`src/rtl/pcs_pkg.sv`:
```
package pcs_pkg;

  typedef enum logic [2:0] {
    PC_NEXT   = 3'd0,
    PC_REL_S  = 3'd1,
    PC_REL_L  = 3'd2,
    PC_ABS    = 3'd3,
    PC_RET    = 3'd4,
    PC_HOLD   = 3'd5,
    PC_VEC_HI = 3'd6,
    PC_VEC_LO = 3'd7
  } pc_op_e;

  typedef enum logic [1:0] {
    STK_KEEP = 2'd0,
    STK_PUSH = 2'd1,
    STK_POP  = 2'd2,
    STK_RSVD = 2'd3
  } stk_op_e;

  typedef enum logic {
    IR_LATCH = 1'b0,
    IR_FLUSH = 1'b1
  } ir_op_e;

endpackage

```
`src/rtl/pcs_next_pc.sv`:
```
module pcs_next_pc #(
  parameter int PC_W    = 21,
  parameter int SHORT_W = 8,
  parameter int LONG_W  = 11,
  parameter int VEC_HI  = 8,
  parameter int VEC_LO  = 24
) (
  input  pcs_pkg::pc_op_e    op,
  input  logic [PC_W-1:0]    cur_pc,
  input  logic [SHORT_W-1:0] off_s,
  input  logic [LONG_W-1:0]  off_l,
  input  logic [PC_W-1:0]    target,
  input  logic [PC_W-1:0]    tos,
  output logic [PC_W-1:0]    nxt_pc,
  output logic [PC_W-1:0]    ret_addr
);
  import pcs_pkg::*;

  localparam int EXT_S = PC_W - SHORT_W;
  localparam int EXT_L = PC_W - LONG_W;
  localparam logic [PC_W-1:0] HI_ADDR = PC_W'(VEC_HI);
  localparam logic [PC_W-1:0] LO_ADDR = PC_W'(VEC_LO);

  logic [PC_W-1:0] sext_s;
  logic [PC_W-1:0] sext_l;

  assign sext_s   = {{EXT_S{off_s[SHORT_W-1]}}, off_s};
  assign sext_l   = {{EXT_L{off_l[LONG_W-1]}}, off_l};
  assign ret_addr = cur_pc + PC_W'(1);

  always_comb begin
    unique case (op)
      PC_NEXT:   nxt_pc = ret_addr;
      PC_REL_S:  nxt_pc = cur_pc + sext_s;
      PC_REL_L:  nxt_pc = cur_pc + sext_l;
      PC_ABS:    nxt_pc = target;
      PC_RET:    nxt_pc = tos;
      PC_HOLD:   nxt_pc = cur_pc;
      PC_VEC_HI: nxt_pc = HI_ADDR;
      PC_VEC_LO: nxt_pc = LO_ADDR;
      default:   nxt_pc = cur_pc;
    endcase
  end

endmodule

```
`src/rtl/pcs_ret_stack.sv`:
```
module pcs_ret_stack #(
  parameter int DEPTH = 16,
  parameter int W     = 21,
  localparam int CW   = $clog2(DEPTH + 1)
) (
  input  logic             clk,
  input  logic             rst_n,
  input  pcs_pkg::stk_op_e op,
  input  logic [W-1:0]     wdata,
  output logic [W-1:0]     tos,
  output logic [CW-1:0]    depth,
  output logic             err
);
  import pcs_pkg::*;

  localparam logic [CW-1:0] FULL_CNT = CW'(DEPTH);

  logic            is_full;
  logic            is_empty;
  logic            do_push;
  logic            do_pop;
  logic            fault;
  logic [W-1:0]    cells [DEPTH];

  assign is_full  = (depth == FULL_CNT);
  assign is_empty = (depth == '0);
  assign do_push  = (op == STK_PUSH) && !is_full;
  assign do_pop   = (op == STK_POP) && !is_empty;
  assign fault    = ((op == STK_PUSH) && is_full) || ((op == STK_POP) && is_empty);

  // Push: pointer grows, new top receives the data (pre-increment).
  // Pop: top is read combinationally, then pointer shrinks.
  for (genvar g = 0; g < DEPTH; g++) begin : g_cell
    logic [W-1:0] q;
    always_ff @(posedge clk) begin
      if (do_push && depth == CW'(g)) q <= wdata;
    end
    assign cells[g] = q;
  end

  always_comb begin
    tos = '0;
    for (int i = 0; i < DEPTH; i++) begin
      if (depth == CW'(i + 1)) tos = cells[i];
    end
  end

  always_ff @(posedge clk or negedge rst_n) begin
    if (!rst_n) begin
      depth <= '0;
      err   <= 1'b0;
    end else begin
      if (do_push)     depth <= depth + CW'(1);
      else if (do_pop) depth <= depth - CW'(1);
      if (fault) err <= 1'b1;
    end
  end

endmodule

```
`src/rtl/pcs_instr_reg.sv`:
```
module pcs_instr_reg #(
  parameter int IW = 16
) (
  input  logic            clk,
  input  logic            rst_n,
  input  pcs_pkg::ir_op_e op,
  input  logic [IW-1:0]   word,
  output logic [IW-1:0]   q
);
  import pcs_pkg::*;

  always_ff @(posedge clk or negedge rst_n) begin
    if (!rst_n)                q <= '0;
    else if (op == IR_FLUSH)   q <= '0;
    else                       q <= word;
  end

endmodule

```
`src/rtl/pcs_seq_core.sv`:
```
module pcs_seq_core #(
  parameter int PC_W    = 21,
  parameter int IW      = 16,
  parameter int DEPTH   = 16,
  parameter int SHORT_W = 8,
  parameter int LONG_W  = 11,
  parameter int VEC_HI  = 8,
  parameter int VEC_LO  = 24
) (
  input  logic               clk,
  input  logic               rst_n,
  input  logic [2:0]         pc_op,
  input  logic [1:0]         stk_op,
  input  logic               ir_op,
  input  logic [SHORT_W-1:0] rel_short,
  input  logic [LONG_W-1:0]  rel_long,
  input  logic [PC_W-1:0]    abs_target,
  input  logic [IW-1:0]      fetch_word,
  output logic [PC_W-1:0]    pc,
  output logic [IW-1:0]      ir,
  output logic               stk_err
);
  import pcs_pkg::*;

  localparam int CW = $clog2(DEPTH + 1);

  pc_op_e          pc_code;
  stk_op_e         stk_code;
  ir_op_e          ir_code;
  logic [PC_W-1:0] nxt_pc;
  logic [PC_W-1:0] ret_addr;
  logic [PC_W-1:0] top_entry;
  logic [CW-1:0]   stk_depth;

  assign pc_code  = pc_op_e'(pc_op);
  assign stk_code = stk_op_e'(stk_op);
  assign ir_code  = ir_op_e'(ir_op);

  pcs_next_pc #(
    .PC_W(PC_W), .SHORT_W(SHORT_W), .LONG_W(LONG_W),
    .VEC_HI(VEC_HI), .VEC_LO(VEC_LO)
  ) u_next (
    .op(pc_code), .cur_pc(pc), .off_s(rel_short), .off_l(rel_long),
    .target(abs_target), .tos(top_entry), .nxt_pc(nxt_pc), .ret_addr(ret_addr)
  );

  pcs_ret_stack #(.DEPTH(DEPTH), .W(PC_W)) u_stk (
    .clk(clk), .rst_n(rst_n), .op(stk_code), .wdata(ret_addr),
    .tos(top_entry), .depth(stk_depth), .err(stk_err)
  );

  pcs_instr_reg #(.IW(IW)) u_ir (
    .clk(clk), .rst_n(rst_n), .op(ir_code), .word(fetch_word), .q(ir)
  );

  always_ff @(posedge clk or negedge rst_n) begin
    if (!rst_n) pc <= '0;
    else        pc <= nxt_pc;
  end

endmodule

```
`config.mk`:
```
export PLATFORM = sky130hd
export DESIGN_NAME = pcs_seq_core
export DESIGN_NICKNAME = d
export VERILOG_FILES = /design/src/rtl/pcs_pkg.sv /design/src/rtl/pcs_next_pc.sv /design/src/rtl/pcs_ret_stack.sv /design/src/rtl/pcs_instr_reg.sv /design/src/rtl/pcs_seq_core.sv
export SDC_FILE = /design/constraint.sdc
export NUM_CORES = 1
export LEC_CHECK = 0
export ABC_CLOCK_PERIOD_IN_PS = 5150
export BUFFER_PORTS_ARGS = -buffer_cell sky130_fd_sc_hd__buf_4
export CAP_MARGIN = 15
export CORE_AREA = 3 3 260 160
export DETAILED_ROUTE_END_ITERATION = 7
export DIE_AREA = 0 0 263 163
export GPL_TIMING_DRIVEN = 0
export PLACE_DENSITY = 0.58
export REMOVE_ABC_BUFFERS = 1
export SYNTH_ARGS = -nofsm -noshare
export SYNTH_HDL_FRONTEND = slang
export SYNTH_HIERARCHICAL = 1
export SYNTH_SLANG_ARGS = --single-unit
```
`constraint.sdc`:
```
create_clock -name clk -period 5.15 [get_ports clk]
set_input_delay 1.03 -clock clk [delete_from_list [all_inputs] [get_ports clk]]
set_output_delay 1.03 -clock clk [all_outputs]
set_load 0.02 [all_outputs]
```
==> results.txt, run 1 <==
----------------------------------------------------
[Run status]
  Status ... completed

[Drt]
  Average routed wire per standard cell ... around 24 microns
  Highest metal layer used by the detailed router ... met4
  DRC marker count from the first detailed-route iteration ... between 1,500 and 2,000
  Per-cell via count in the routed design ... 6.11
  Total iterations of the first detailed-routing run ... 6
  Routed metal-1 wire length ... about 25 mm
  Final ANT Viol Nets ... 0
  Total number of vias ... approximately 13,000
  DR DRC count ... 0
  Met2 layer wire length in the routed design ... about 21 mm
  Total Routed Length ... roughly 50 mm
  Routed wire length on met3 ... 4.76 mm

[Yosys]
  Mux contribution to synthesized area ... 0.00773
  Compound-cell area share of the yosys netlist ... 0.173
  Cell types with the largest area share after synthesis ... sky130_fd_sc_hd__edfxtp_1, sky130_fd_sc_hd__dfrtp_1, sky130_fd_sc_hd__a21oi_1
  Post-synthesis share of cell area spent on and, or, nand and nor gates ... 0.129
  Syn. warnings ... 6
  Part of the Yosys area used for sequential elements ... 0.621
  Share of Yosys cell area claimed by the top area cell type ... 0.561
  Synth Register Bits ... approximately 380
  Post-synthesis xor/xnor area fraction ... 0.0151
  Number of instances in the synthesized netlist ... 1,513
  Share of flip-flops with an asynchronous set or reset after synthesis ... 0.113
  Netlist Area Pre-Place ... about 18,000 sq um
  Post-synth top area cell ... sky130_fd_sc_hd__edfxtp_1
  Synth cell types ... 90
  Avg Cell Area, Syn ... 11.9 sq um
  Adder-Cell Fraction of Synth Area ... 0.0199
  Combinational family with the most area after synthesis ... compound AO/OA/AOI/OAI gates
  Leading register cell type out of synthesis ... sky130_fd_sc_hd__edfxtp_1
  Number of enable-type register cells in the synthesized netlist ... between 300 and 400

[Clocking]
  Maximum buffer depth of the clock tree ... 3
  Clock slew at the register clock pins of the worst setup and hold paths ... approximately 0.07 ns
  Root cell of the clock tree ... sky130_fd_sc_hd__clkbuf_16
  Number of CTS-inserted buffers ... 36
  CTS tree ... done
  Worst-Skew Late Latency ... between 0.5 and 0.6 ns
  Number of sinks on the clock net ... 379
  CTS Hold Buffers Added ... 0
  Number of levels the H-tree was split into ... 2
  Total setup buffers inserted after CTS ... 0
  Post-cts sizing count ... 0

[Job]
  Maxcap violations ... 0

[Floorplan]
  Area enclosed by the die boundary ... 42,900 sq um
  Floorplan die width ... 263 microns
  Starting utilization of the core area ... 0.460
  Row count ... 56
  Core Box Area ... around 40,000 sq um
  Y dimension of the die ... between 150 and 200 microns
  Number of top-level pins ... 102

[Placed design]
  Half-perimeter wire length of the detailed placement result ... approximately 35 mm
  Routability-driven placement congestion ratio ... 0.846
  Placed cells ... approximately 2,100
  I/O Buffers ... 101

[Power]
  Worst-case vdd ir drop ... approximately 0.33 mV
  Static leakage ... 0.00721 uW
  Total power per unit cell area ... around 550 nW/um^2
  Total power draw ... 11,500 uW

[GRT]
  Wire length of the first global-routing pass ... roughly 77 mm
  Maximum number of pins on one net before global-route repair ... between 70 and 80
  Global router's overall resource usage ... 0.234
  Number of global-route vias before repair ... approximately 12,000
  Antenna violations before repair ... 0
  Overflow after GRT ... 0

[Cells and area]
  Non-filler cells, final ... 2,147
  Signed area change from the synthesized netlist to the final layout ... 15.0%
  Most common library cell in the layout ignoring fill and taps ... sky130_fd_sc_hd__edfxtp_1
  Fraction of final layout cells with drive strength greater than 1 ... 0.164
  Highest-count cells in the layout ignoring fill and taps ... sky130_fd_sc_hd__edfxtp_1, sky130_fd_sc_hd__a21oi_1, sky130_fd_sc_hd__nand2_1
  Number of diodes ... 0
  Post-layout net count ... roughly 1,700

[STA]
  Final Max Slew Viols ... 0
  Pin slew with the least headroom to its limit ... around 1.2 ns
  Part of the cycle the worst path needs ... 0.936
  Final setup violation count ... 0
  Final number of hold-violating endpoints ... 0
  RSZ-0062 raised after global routing ... no
  Post-route minimum period ... about 4.8 ns
  Maximum clock skew at final layout ... approximately 0.023 ns
  Maximum clock frequency ... 207 MHz
  Max_slew headroom ... 0.212

[Worst setup path]
  Largest fanout on the critical path ... between 70 and 80
  Reg2Reg Launch Point ... u_stk/depth[0]$_DFFE_PN0P_
  Arr. time, crit path ... about 5.3 ns
  Worst reg-to-reg path cell count ... 13
  Startpoint kind of the worst setup timing path ... flip-flop
  Setup Crit Path Kind ... flip-flop to flip-flop
  Worst endpoint required time ... 5.60 ns
  Worst R2R Setup Slack ... 0.33 ns
  Crit path capture type ... flip-flop
  Reg-to-Reg End ... pc[10]$_DFF_PN0_

[Min path]
  Path class of the lowest-slack min-delay path ... flip-flop to flip-flop
  Instance count along the most critical hold path ... 1
  End point of the worst hold path ... u_stk/err$_DFFE_PN0P_
  Origin of the worst min-delay path ... u_stk/err$_DFFE_PN0P_

----------------------------------------------------
## final cells by class
| cell class | count | area, sq um |
|---|---|---|
| Inverter | 32 | 120 |
| Sequential cell | 379 | 11200 |
| Timing Repair Buffer | 145 | 1320 |
| Fill cell | 3376 | 18400 |
| Multi-Input combinational cell | 1003 | 6340 |
| Clock buffer | 44 | 952 |
| Tap cell | 522 | 653 |
| Clock inverter | 22 | 126 |
## logic make-up (layout without fill, tap and decap cells)
group,Yosys count,after routing
compound gates,495,495
fa+ha+maj,28,28
buf+inv,131,243
flops,379,379
xor+xnor,31,31
simple gates,436,436
mux,13,13
## power breakdown
group	internal (uW)	switching, uW	total, uW
sequential	3960	367	4330
clock	1370	1140	2500
combinational	1640	2980	4620
total	6970	4480	11500
## layer usage
layer	track usage	vias to the layer above
li1	-	5972
met1	0.382	6561
met2	0.319	548
met3	0.0471	47
met4	0.0423	0
met5	0	-
## Yosys cell counts, types with 5 or more instances
| library cell | count |
|---|---|
| sky130_fd_sc_hd__a21o_1 | 11 |
| sky130_fd_sc_hd__xnor2_1 | 22 |
| sky130_fd_sc_hd__a211o_1 | 7 |
| sky130_fd_sc_hd__and3_1 | 16 |
| sky130_fd_sc_hd__nand3b_1 | 14 |
| sky130_fd_sc_hd__buf_4 | 10 |
| sky130_fd_sc_hd__clkbuf_1 | 43 |
| sky130_fd_sc_hd__a21oi_1 | 148 |
| sky130_fd_sc_hd__and2b_2 | 6 |
| sky130_fd_sc_hd__o21ai_0 | 104 |
| sky130_fd_sc_hd__o22ai_1 | 51 |
| sky130_fd_sc_hd__nand4_1 | 11 |
| sky130_fd_sc_hd__nand2b_1 | 17 |
| sky130_fd_sc_hd__and2_1 | 8 |
| sky130_fd_sc_hd__nand3_1 | 20 |
| sky130_fd_sc_hd__or3_1 | 7 |
| sky130_fd_sc_hd__buf_2 | 34 |
| sky130_fd_sc_hd__a211oi_1 | 20 |
| sky130_fd_sc_hd__nor2_1 | 99 |
| sky130_fd_sc_hd__edfxtp_1 | 336 |
| sky130_fd_sc_hd__inv_1 | 31 |
| sky130_fd_sc_hd__mux2i_1 | 6 |
| sky130_fd_sc_hd__o31ai_1 | 5 |
| sky130_fd_sc_hd__ha_1 | 27 |
| sky130_fd_sc_hd__nor2b_2 | 7 |
| sky130_fd_sc_hd__o32ai_1 | 7 |
| sky130_fd_sc_hd__nor2b_1 | 34 |
| sky130_fd_sc_hd__o221ai_1 | 8 |
| sky130_fd_sc_hd__nor3_1 | 15 |
| sky130_fd_sc_hd__buf_6 | 5 |
| sky130_fd_sc_hd__o211ai_1 | 22 |
| sky130_fd_sc_hd__mux2_2 | 7 |
| sky130_fd_sc_hd__dfrtp_1 | 43 |
| sky130_fd_sc_hd__a22oi_1 | 16 |
| sky130_fd_sc_hd__a221oi_1 | 24 |
| sky130_fd_sc_hd__a31oi_1 | 21 |
| sky130_fd_sc_hd__o22a_1 | 5 |
| sky130_fd_sc_hd__xor2_1 | 9 |
| sky130_fd_sc_hd__nand2_1 | 137 |
| sky130_fd_sc_hd__o21a_1 | 7 |
| sky130_fd_sc_hd__buf_1 | 7 |
## worst max-delay path, stage by stage, from the launching register on
cell                        delay [ns]
sky130_fd_sc_hd__dfrtp_1          0.47
sky130_fd_sc_hd__inv_1            0.19
sky130_fd_sc_hd__ha_4             0.72
sky130_fd_sc_hd__inv_1            0.79
sky130_fd_sc_hd__nor3_4           0.96
sky130_fd_sc_hd__a22oi_1          0.24
sky130_fd_sc_hd__nand3_1          0.17
sky130_fd_sc_hd__o2111ai_1        0.13
sky130_fd_sc_hd__o22ai_1          0.18
sky130_fd_sc_hd__nor2b_1          0.27
sky130_fd_sc_hd__a21oi_1          0.07
sky130_fd_sc_hd__o22ai_1          0.17
sky130_fd_sc_hd__o21ai_0          0.10
sky130_fd_sc_hd__o21ai_0          0.11
## metrics by stage
step	cell area, sq um	hold slack [ns]	setup TNS, ns	utilization	worst slack, ns
after floorplan	17500	0.535	0	-	0.612
after global placement	18900	0.457	-538.72	0.483	-3.35
after detailed placement	19500	0.465	0	0.499	0.144
after CTS	20600	0.479	0	0.526	0.401
after global routing	20700	0.497	0	0.529	0.0318
final	20700	0.475	0	0.529	0.330
## registers in the layout (all words and copies together), names as in the netlist
| name | count |
|---|---|
| pc | 21 |
| u_ir/q | 16 |
| u_stk/depth | 5 |
| u_stk/err | 1 |
| u_stk/g_cell.q | 336 |
## worst max path at each step
| stage | cells past startpoint | start | endpoint | slack [ns] |
|---|---|---|---|---|
| 4_1_cts | 13 | u_stk/depth[0]$_DFFE_PN0P_ | pc[10]$_DFF_PN0_ | 0.40 |
| 5_1_grt | 13 | u_stk/depth[0]$_DFFE_PN0P_ | pc[10]$_DFF_PN0_ | 0.03 |
| 3_3_place_gp | 4 | u_stk/depth[0]$_DFFE_PN0P_ | u_stk/g_cell[2].q[1]$_DFFE_PP_ | -3.35 |
| 6_report | 13 | u_stk/depth[0]$_DFFE_PN0P_ | pc[10]$_DFF_PN0_ | 0.33 |
| 2_1_floorplan | 13 | u_stk/depth[0]$_DFFE_PN0P_ | pc[13]$_DFF_PN0_ | 0.61 |
| 3_5_place_dp | 11 | pc_op[1] | pc[18]$_DFF_PN0_ | 0.14 |
No activity file was read; power rests on OpenSTA's default activity.
==> inputs of run 2 (changes only) <==
- ABC_AREA: default -> 1
- CORE_AREA: 3 3 260 160 -> 3 3 252 155
- DIE_AREA: 0 0 263 163 -> 0 0 255 158
- PLACE_DENSITY: 0.58 -> 0.63
==> results.txt, run 2 <==
----------------------------------------------------
[Cells and area]
  Most common library cell in the layout ignoring fill and taps ... sky130_fd_sc_hd__nand2_1
  Final-layout fill cell count ... 3,106
  Largest registers ... u_stk/g_cell.q: 336 flops, pc: 21 flops, u_ir/q: 16 flops
  Number of diodes ... 0
  Highest-count cells in the layout ignoring fill and taps ... sky130_fd_sc_hd__nand2_1, sky130_fd_sc_hd__edfxtp_1, sky130_fd_sc_hd__inv_1
  Share of the core filled with cells ... 0.578
  Post-layout net count ... 2,143
  Non-filler cells, final ... between 2,000 and 3,000
  Register bank with the most flops ... u_stk/g_cell.q
  Cell area after layout ... 21,100 sq um
  Signed area change from the synthesized netlist to the final layout ... 15.0%
  Fraction of final layout cells with drive strength greater than 1 ... 0.135
  Flip-flop count of the largest register after layout ... around 340

[GRT]
  Overflow after GRT ... 0
  Global router's overall resource usage ... 0.221
  Number of global-route vias before repair ... approximately 13,000
  Maximum number of pins on one net before global-route repair ... 44
  Wire length of the first global-routing pass ... ~69 mm
  Antenna violations before repair ... 0

[Power]
  Reported net switching power ... roughly 4000 uW
  Int Power ... 6500 uW
  Static leakage ... ~0.009 uW
  Switching share of total power ... 0.374
  Part of the power in registers ... 0.390
  Total power per unit cell area ... 492 nW/um^2
  Share of power burned in the clock network ... 0.248
  Worst-case vdd ir drop ... about 0.27 mV
  Total power draw ... 10,400 uW
  Relative contribution of combinational cells to total power ... 0.361

[Yosys]
  Synth Register Bits ... 379
  Synth cell types ... 48
  Netlist Area Pre-Place ... between 15,000 and 20,000 sq um
  Most numerous cell types in the synthesized netlist ... sky130_fd_sc_hd__nand2_1, sky130_fd_sc_hd__edfxtp_1, sky130_fd_sc_hd__inv_1
  Most frequent cell after synthesis ... sky130_fd_sc_hd__nand2_1
  Cell types with the largest area share after synthesis ... sky130_fd_sc_hd__edfxtp_1, sky130_fd_sc_hd__nand2_1, sky130_fd_sc_hd__dfrtp_1
  Share of flip-flops with an asynchronous set or reset after synthesis ... 0.113
  Post-synth top area cell ... sky130_fd_sc_hd__edfxtp_1
  Leading register cell type out of synthesis ... sky130_fd_sc_hd__edfxtp_1
  Number of instances in the synthesized netlist ... about 2,000
  Syn. warnings ... 6
  Avg Cell Area, Syn ... about 9.4 sq um
  Part of the Yosys area used for sequential elements ... 0.609
  Share of Yosys cell area claimed by the top area cell type ... 0.550
  Number of enable-type register cells in the synthesized netlist ... about 340

[Floorplan]
  Y dimension of the die ... between 150 and 200 microns
  Starting utilization of the core area ... 0.503
  Core Box Area ... approximately 36,000 sq um
  Row count ... between 50 and 60
  Number of top-level pins ... 102
  Area enclosed by the die boundary ... ~40,000 sq um
  Floorplan die width ... roughly 260 microns

[Placed design]
  Worst slack after detailed placement ... roughly 0.83 ns
  Half-perimeter wire length of the detailed placement result ... ~32 mm
  Placed cells ... 2,482
  Post-DP Area ... 19,900 sq um
  I/O Buffers ... just over 100
  Routability-driven placement congestion ratio ... just over 0.9

[Worst setup path]
  Worst endpoint required time ... roughly 5.6 ns
  Largest fanout on the critical path ... 21
  Setup Crit Path Kind ... flip-flop to flip-flop
  Crit path capture type ... flip-flop
  Startpoint kind of the worst setup timing path ... flip-flop
  Arr. time, crit path ... between 4 and 5 ns

[Clocking]
  CTS tree ... done
  CTS Hold Buffers Added ... 0
  Maximum buffer depth of the clock tree ... 3
  Number of CTS-inserted buffers ... 36
  Worst-Skew Late Latency ... around 0.53 ns
  Root cell of the clock tree ... sky130_fd_sc_hd__clkbuf_16
  Total setup buffers inserted after CTS ... 0
  Number of sinks on the clock net ... 379
  Number of levels the H-tree was split into ... 2
  Clock slew at the register clock pins of the worst setup and hold paths ... 0.07 ns
  Post-cts sizing count ... 0

[Drt]
  Per-cell via count in the routed design ... between 5 and 6
  Total Routed Length ... ~44 mm
  Total iterations of the first detailed-routing run ... 5
  Final ANT Viol Nets ... 0
  Average routed wire per standard cell ... roughly 17 microns
  Total number of vias ... roughly 13,000
  DRC marker count from the first detailed-route iteration ... roughly 1,300
  DR DRC count ... 0

[Run status]
  Status ... completed

[STA]
  Post-route minimum period ... 3.83 ns
  Final Max Slew Viols ... 0
  Maximum clock frequency ... ~260 MHz
  RSZ-0062 raised after global routing ... no
  Final number of hold-violating endpoints ... 0
  Pin slew with the least headroom to its limit ... 1.15 ns
  Part of the cycle the worst path needs ... 0.744
  Max_slew headroom ... 0.234
  Final setup violation count ... 0
  Final worst setup slack ... roughly 1.3 ns
  Maximum clock skew at final layout ... 0.0167 ns

[Min path]
  Path class of the lowest-slack min-delay path ... primary input to asynchronous set/reset pin

[Job]
  Maxcap violations ... 0

----------------------------------------------------
run 2: through the flow:
stage / hold WS (ns) / setup TNS, ns
after floorplan: 0.512 / 0
after global placement: 0.486 / -481.24
after detailed placement: 0.490 / 0
after CTS: 0.502 / 0
after global routing: 0.523 / 0
final: 0.489 / 0
run 2: power groups by stage:
stage	sequential (uW)	combinational [uW]	clock (uW)
CTS	4060	3720	2650
global route	4080	4300	2780
finish	4050	3750	2580
global placement	4130	3560	0
floorplan	4140	2420	0
detailed placement	4120	3700	0
run 2: critical path, stage by stage (launching register included):
cell                       delay (ns)
sky130_fd_sc_hd__dfrtp_1         0.44
sky130_fd_sc_hd__inv_1           0.16
sky130_fd_sc_hd__ha_1            0.17
sky130_fd_sc_hd__inv_1           0.06
sky130_fd_sc_hd__nor2_1          0.21
sky130_fd_sc_hd__inv_2           0.12
sky130_fd_sc_hd__nor2_2          0.89
sky130_fd_sc_hd__nand2_1         0.10
sky130_fd_sc_hd__nand2_1         0.10
sky130_fd_sc_hd__inv_1           0.05
sky130_fd_sc_hd__nand2_1         0.06
sky130_fd_sc_hd__nand2_1         0.05
sky130_fd_sc_hd__nand2_1         0.05
sky130_fd_sc_hd__nand2_1         0.05
sky130_fd_sc_hd__nand3_1         0.06
sky130_fd_sc_hd__nand3_1         0.08
sky130_fd_sc_hd__nand2_1         0.10
sky130_fd_sc_hd__nand2_1         0.07
sky130_fd_sc_hd__nand3_1         0.11
sky130_fd_sc_hd__nand2_1         0.06
sky130_fd_sc_hd__nand2_1         0.08
sky130_fd_sc_hd__nand2_1         0.05
sky130_fd_sc_hd__a21oi_1         0.30
sky130_fd_sc_hd__a221oi_1        0.15
sky130_fd_sc_hd__a21oi_1         0.17
run 2: final timing paths:
check / startpoint / end / slack (ns) / depth (start not counted)
setup / recovery: u_stk/depth[0]$_DFFE_PN0P_ / pc[9]$_DFF_PN0_ / 1.32 / 24
hold / removal: rst_n / u_stk/depth[3]$_DFFE_PN0P_ / 0.49 / 1
setup reg to reg: u_stk/depth[0]$_DFFE_PN0P_ / pc[9]$_DFF_PN0_ / 1.32 / 24
hold reg to reg: u_stk/err$_DFFE_PN0P_ / u_stk/err$_DFFE_PN0P_ / 0.50 / 2
max in group asynchronous: rst_n / pc[7]$_DFF_PN0_ / 4.20 / 1
min in group clk: u_stk/err$_DFFE_PN0P_ / u_stk/err$_DFFE_PN0P_ / 0.50 / 2
run 2: cell type report:
class                           instances  area, sq um  share of cell area
Sequential cell                       379        11200               0.529
Multi-Input combinational cell       1235         5940               0.282
Timing Repair Buffer                  136         1270              0.0601
Inverter                              263          990              0.0469
Clock buffer                           43          958              0.0454
Tap cell                              476          596              0.0282
Clock inverter                         23          174             0.00824
run 2: kinds of logic after synthesis:
logic type,synth area share
flops,0.609
buf+inv,0.0709
simple gates,0.236
compound gates,0.0518
xor+xnor,0.00996
mux,0.00368
fa+ha+maj,0.0195
run 2: per-layer routing:
layer,share of wire,track usage,up-vias
li1,-,-,6575
met1,0.52,0.359,6387
met2,0.39,0.302,374
met3,0.081,0.0514,48
met4,0.011,0.0347,0
met5,0,0,-
